## src/rtl/wpg_pkg.sv

```systemverilog
package wpg_pkg;

  typedef enum logic {
    TGT_ARRAY = 1'b0,
    TGT_PROT  = 1'b1
  } tgt_e;

  typedef struct packed {
    logic reg_wr_ok;
    logic arr_wr_ok;
    logic reg_rd_ok;
    logic arr_rd_ok;
  } accept_t;

endpackage

```

## src/rtl/wpg_prot_reg.sv

```systemverilog
module wpg_prot_reg #(
  parameter int REG_W = 8
) (
  input  logic             clk,
  input  logic             rst_n,
  input  logic             wr_en,
  input  logic [REG_W-1:0] wr_data,
  output logic [REG_W-1:0] prot_q,
  output logic             prog_q
);

  always_ff @(posedge clk or negedge rst_n) begin
    if (!rst_n) begin
      prot_q <= '0;
      prog_q <= 1'b0;
    end else if (wr_en) begin
      prot_q <= wr_data;
      prog_q <= 1'b1;
    end
  end

  // once set, the flag stays until reset
  p_prog_sticky_r11: assert property (@(posedge clk) disable iff (!rst_n)
    prog_q |=> prog_q);

  // an unprogrammed register still holds its delivery value
  p_delivery_r1: assert property (@(posedge clk) disable iff (!rst_n)
    !prog_q |-> (prot_q == '0));

endmodule

```

## src/rtl/wpg_zone_decode.sv

```systemverilog
module wpg_zone_decode #(
  parameter int ADDR_W   = 8,
  parameter int ROW_LOG2 = 4,
  parameter int REG_W    = 8
) (
  input  logic [REG_W-1:0]  prot,
  input  logic [ADDR_W-1:0] addr,
  output logic              in_zone
);

  localparam int ROW_W    = ADDR_W - ROW_LOG2;
  localparam int NUM_ROWS = 1 << ROW_W;
  localparam int PTR_W    = REG_W - 1;
  localparam logic [PTR_W-1:0] ROW_LIMIT = PTR_W'(NUM_ROWS);

  logic             top_mode;
  logic [PTR_W-1:0] ptr;
  logic             ptr_over;
  logic [NUM_ROWS-1:0] row_lock;
  logic [ROW_W-1:0] row_idx;

  assign top_mode = prot[REG_W-1];
  assign ptr      = prot[PTR_W-1:0];
  assign ptr_over = (ptr >= ROW_LIMIT);
  assign row_idx  = addr[ADDR_W-1:ROW_LOG2];

  // Row r lies inside the zone for the given mode and pointer
  function automatic logic zone_hit(input logic top, input logic [PTR_W-1:0] p,
                                    input logic over, input logic [PTR_W-1:0] row);
    if (over)     return 1'b1;
    else if (top) return (row >= p);
    else          return (row < p);
  endfunction

  for (genvar r = 0; r < NUM_ROWS; r++) begin : g_row
    assign row_lock[r] = zone_hit(top_mode, ptr, ptr_over, PTR_W'(r));
  end

  assign in_zone = row_lock[row_idx];

  always_comb begin
    // top mode with a zero pointer covers every row
    if (top_mode && ptr == '0) p_top_zero_r5: assert (in_zone);
    // bottom mode with a zero pointer covers nothing
    if (!top_mode && ptr == '0) p_bottom_zero_r4: assert (!in_zone);
    // an out-of-range pointer covers everything
    if (ptr_over) p_ptr_over_r6: assert (in_zone);
  end

endmodule

```

## src/rtl/wpg_access_ctrl.sv

```systemverilog
module wpg_access_ctrl
  import wpg_pkg::*;
(
  input  logic    clk,
  input  logic    rst_n,
  input  logic    req_valid,
  input  logic    req_write,
  input  tgt_e    req_tgt,
  input  logic    lock_pin,
  input  logic    prog_q,
  input  logic    in_zone,
  output accept_t acc,
  output logic    grant,
  output logic    error,
  output logic    reg_readable
);

  logic wr_req, rd_req, prot_active, to_reg;

  assign wr_req      = req_valid && req_write;
  assign rd_req      = req_valid && !req_write;
  assign to_reg      = (req_tgt == TGT_PROT);
  assign prot_active = prog_q && lock_pin;

  assign acc.reg_wr_ok = wr_req && to_reg && !prot_active;
  assign acc.arr_wr_ok = wr_req && !to_reg && !(prot_active && in_zone);
  assign acc.reg_rd_ok = rd_req && to_reg && !lock_pin;
  assign acc.arr_rd_ok = rd_req && !to_reg;

  assign grant        = |acc;
  assign error        = req_valid && !grant;
  assign reg_readable = !lock_pin;

  // array reads are never refused
  p_array_read_r8: assert property (@(posedge clk) disable iff (!rst_n)
    (req_valid && !req_write && req_tgt == TGT_ARRAY) |-> (grant && !error));

  // register reads are refused while the pin is high
  p_reg_read_r9: assert property (@(posedge clk) disable iff (!rst_n)
    (req_valid && !req_write && req_tgt == TGT_PROT && lock_pin) |-> error);

  // programmed and pinned means the register is frozen
  p_locked_reg_r3: assert property (@(posedge clk) disable iff (!rst_n)
    (prog_q && lock_pin && req_valid && req_write && req_tgt == TGT_PROT)
      |-> (error && !acc.reg_wr_ok));

  // a low pin admits every write
  p_unlock_r7: assert property (@(posedge clk) disable iff (!rst_n)
    (!lock_pin && req_valid && req_write) |-> grant);

  // the first register write always goes through
  p_one_shot_r2: assert property (@(posedge clk) disable iff (!rst_n)
    (!prog_q && req_valid && req_write && req_tgt == TGT_PROT) |-> acc.reg_wr_ok);

endmodule

```

## src/rtl/wp_guard.sv

```systemverilog
module wp_guard
  import wpg_pkg::*;
#(
  parameter int ADDR_W   = 8,
  parameter int ROW_LOG2 = 4,
  parameter int REG_W    = 8,
  parameter int DATA_W   = 8
) (
  input  logic              clk,
  input  logic              rst_n,
  input  logic              lock_pin,
  input  logic              req_valid,
  input  logic              req_write,
  input  logic              req_target,
  input  logic [ADDR_W-1:0] req_addr,
  input  logic [DATA_W-1:0] req_wdata,
  output logic              req_grant,
  output logic              req_error,
  output logic              mem_we,
  output logic [ADDR_W-1:0] mem_addr,
  output logic [DATA_W-1:0] mem_wdata,
  output logic [REG_W-1:0]  rd_data,
  output logic              reg_readable
);

  tgt_e             tgt;
  accept_t          acc;
  logic [REG_W-1:0] prot_q;
  logic             prog_q;
  logic             in_zone;
  logic             reg_wr_evt;
  logic             arr_wr_evt;
  logic             reg_rd_evt;
  logic             deny_evt;

  assign tgt = tgt_e'(req_target);

  wpg_zone_decode #(
    .ADDR_W(ADDR_W), .ROW_LOG2(ROW_LOG2), .REG_W(REG_W)
  ) u_zone (
    .prot(prot_q), .addr(req_addr), .in_zone(in_zone)
  );

  wpg_access_ctrl u_ctrl (
    .clk(clk), .rst_n(rst_n),
    .req_valid(req_valid), .req_write(req_write), .req_tgt(tgt),
    .lock_pin(lock_pin), .prog_q(prog_q), .in_zone(in_zone),
    .acc(acc), .grant(req_grant), .error(deny_evt),
    .reg_readable(reg_readable)
  );

  assign reg_wr_evt = acc.reg_wr_ok;
  assign arr_wr_evt = acc.arr_wr_ok;
  assign reg_rd_evt = acc.reg_rd_ok;

  wpg_prot_reg #(.REG_W(REG_W)) u_preg (
    .clk(clk), .rst_n(rst_n),
    .wr_en(reg_wr_evt), .wr_data(req_wdata[REG_W-1:0]),
    .prot_q(prot_q), .prog_q(prog_q)
  );

  assign req_error = deny_evt;
  assign mem_we    = arr_wr_evt;
  assign mem_addr  = req_addr;
  assign mem_wdata = req_wdata;
  assign rd_data   = reg_rd_evt ? prot_q : '0;

  // a refused register write leaves the register as it was
  p_reg_hold_r10: assert property (@(posedge clk) disable iff (!rst_n)
    (deny_evt && req_write && req_target) |=> $stable(prot_q));

  // a refusal never reaches the array
  p_deny_no_we_r10: assert property (@(posedge clk) disable iff (!rst_n)
    deny_evt |-> !mem_we);

  // a granted register write arms the flag on the next cycle
  p_first_arm_r11: assert property (@(posedge clk) disable iff (!rst_n)
    reg_wr_evt |=> prog_q);

endmodule

```

## config.mk

```make
export PLATFORM = sky130hd
export DESIGN_NAME = wp_guard
export DESIGN_NICKNAME = d
export VERILOG_FILES = /design/src/rtl/wpg_pkg.sv /design/src/rtl/wpg_prot_reg.sv /design/src/rtl/wpg_zone_decode.sv /design/src/rtl/wpg_access_ctrl.sv /design/src/rtl/wp_guard.sv
export SDC_FILE = /design/constraint.sdc
export NUM_CORES = 1
export LEC_CHECK = 0
export BUFFER_PORTS_ARGS = -buffer_cell sky130_fd_sc_hd__buf_4
export CAP_MARGIN = 10
export CORE_MARGIN = 2
export CORE_UTILIZATION = 35
export DETAILED_ROUTE_END_ITERATION = 10
export PLACE_DENSITY = 0.77
export SLEW_MARGIN = 30
export SYNTH_ARGS = -nofsm -noshare
export SYNTH_HDL_FRONTEND = slang
export SYNTH_SLANG_ARGS = --single-unit
```

## constraint.sdc

```tcl
create_clock -name clk -period 2 [get_ports clk]
set_input_delay 0.1 -clock clk [delete_from_list [all_inputs] [get_ports clk]]
set_output_delay 0.1 -clock clk [all_outputs]
set_load 0.02 [all_outputs]
```

==> reports/qor.csv <==
metric;value;unit
WP data required;1.90;ns
Slowest-stage cell, CP;dfrtp_1;
vias in the first global route;827;
Synth Area per Inst;8.46;sq um
Slew Limit Headroom;0.629;
Root Buffer;clkbuf_4;
Comb pwr share;0.481;
Final Hold Fails;0;
Max Freq;476;MHz
Hold Crit Depth;3;
nets;157;
R2R Path End;u_preg.prot_q[5];
worst slack at placement;0.102;ns
ANT nets after route;0;
Via density;5.04;
synthesized cell area;821;sq um
Pre-Repair DR Iteration Count;4;
initial antenna violation count;0;
Synth top cells by count;16 x buf_4, 11 x nand2_1, 9 x dfrtp_1, 6 x inv_1, 5 x and2_1;
crit path max fanout;3;
switch share;0.368;
first-pass GRT wire length;3400;microns
HP Class;input port to register;
core box area;0.00221;sq mm
CTS tree;built;
share of layout cells above drive strength 1;0.560;
Post-DP HPWL;1560;microns
Hold Path Sink;u_preg.prot_q[1];
power per standard cell area;665;mW/mm^2
crit end category;output port;
Worst setup startpoint;u_preg.prot_q[5];
Routed WL per cell;12.8;microns
Ports;50;
Worst Path Arrival;2.00;ns
Top cell by count, worst path;buf_4;
leak pwr;0.000573;uW
clock buffer depth;2;
Tcrit/Tclk final;1.05;
Chip Width;52.4;microns
total number of vias;817;
P_sw;292;uW
die area;0.00275;sq mm
I/O Buffers;41;
failing checks;setup timing;
worst setup margin;-0.0988;ns
sequential power share;0.345;
final setup fails;3;
residual DRC count;0;
Post-Syn Nets;119;
cts bufs inserted;3;
Util after Layout;0.538;
Slew Limit Fails;0;
flop and latch count out of synthesis;9;
Post-synth EDFFs;0;
Worst Reg2Reg Path Length in Cells;2;
fin area;0.00119;sq mm
YS warnings;0;
Yosys top cell by area;dfrtp_1;
clock sinks;9;
critical path type;register to output port;
placed inst area;0.00104;sq mm
Synth Instances;97;
crit start category;register;
hold slack;0.0510;ns
ys flop type;dfrtp_1;
GP Congestion;0.752;
maximum VDD drop;0.428;mV
gr usage total;0.168;
worst r2r src;u_preg.prog_q;
unrepaired setup endpoints after global routing;yes;
synth-to-layout area growth;45.1;%
CP peak stage delay;0.40;ns
fin crit period;2.10;ns
1st-iter DRT viols;20;
DRT Wirelength;2070;microns
status;complete, but fails checks;
largest cells by area after synthesis;dfrtp_1 27%, buf_4 15%, nand2_1 5.0%;
reg2reg setup slack;0.67;ns
count leader, synth;buf_4;
max-cap violation count;0;
chip height;52.4;microns
Clock Power Share;0.175;
Slew @ Worst Pin;0.552;ns
Clk pin slew, worst setup/hold paths;0.06;ns
register area share after synthesis;0.274;
Synth cell types;37;
CTS HTree Levels;1;
Internal Power;500;uW
Min-Delay Startpoint;req_wdata[1];
area share of the largest cell type after synthesis;0.274;
clk_lat worst skew;0.26;ns
row cnt;17;
ANT cells;0;
largest net degree at the start of global routing;11;
Initial Util;0.371;
Async S/R FF share, synth;1.00;
worst path cell trace;nor3_2, buf_4, buf_4, buf_4, and3_1, and3_4, nor3_1, a2bb2o_4, buf_6;
Final Skew;0.000254;ns
grt ovf;0;
## what timing repair did
action	in CTS	in global routing
endpoints found under the hold margin	9	0
gates resized for setup	9	3
hold buffers	1	0
setup buffers	7	1
endpoints found under the setup margin	3	3
pin swaps	6	5
## registers in the layout (all words and copies together) (netlist names)
| name | cells |
|---|---|
| u_preg.prog_q | 1 |
| u_preg.prot_q | 8 |
## power by group through the flow
stage | clock network, uW | logic [uW] | registers [uW]
after detailed placement | 0 | 288 | 269
after global placement | 0 | 281 | 266
after floorplan | 0 | 217 | 252
after global routing | 160 | 413 | 280
after CTS | 145 | 365 | 269
final | 139 | 381 | 273
## placed cells by master, fill, tap and decap left out, types with 2 or more instances in the layout
cell / count
buf_4: 49
a21oi_2: 2
dfrtp_1: 7
inv_1: 5
nand2b_1: 3
nor4_1: 2
o21ai_0: 2
mux2_2: 3
dfrtp_2: 2
and2_1: 5
a21oi_1: 3
mux2_1: 3
clkbuf_4: 3
nor2_1: 4
nor3_1: 3
nand2_1: 10
## layout make-up
class	count	area (sq um)
fillers	208	1020
well taps	28	35.0
repair buffers	51	389
clock buffers	4	26.3
flip-flops and latches	9	228
inverters	6	22.5
multi-input cells	64	490
## how the worst max path moves through the flow
stage          depth (start not counted)   endpoint
2_1_floorplan                          6  req_grant
4_1_cts                                7  req_grant
5_1_grt                                7  req_grant
3_3_place_gp                           7  req_grant
3_5_place_dp                           7  req_grant
6_report                               9  req_error
## cells by family after synthesis
| family | after synthesis | share of synthesized area |
|---|---|---|
| AO/OA/AOI/OAI | 18 | 0.172 |
| AND/OR/NAND/NOR | 38 | 0.262 |
| multiplexers | 7 | 0.0945 |
| buffers and inverters | 24 | 0.183 |
| adder cells (fa/ha/maj) | 1 | 0.0137 |
| flip-flops | 9 | 0.274 |
## per-layer routing
layer | up-vias | track usage | wire, microns
met5 | - | 0 | 0
met4 | 0 | 0.124 | 23
met3 | 4 | 0.0371 | 147
met2 | 40 | 0.263 | 1020
met1 | 370 | 0.200 | 882
li1 | 403 | - | -
## critical path, delay by kind of cell (launching register included)
family	cells	cell delay [ns]
flip-flops	1	0.40
buffers and inverters	4	0.47
AND/OR/NAND/NOR	4	0.64
AO/OA/AOI/OAI	1	0.22
## stage by stage
stage                     power [uW]  TNS [ns]  std cells
after floorplan                  469         0         97
after global placement           547         0        149
after detailed placement         557         0        149
after CTS                        780   -0.0833        161
after global routing             853    -0.588        162
final                            792    -0.199        162
Note: power is estimated with default switching activity, not from simulation.
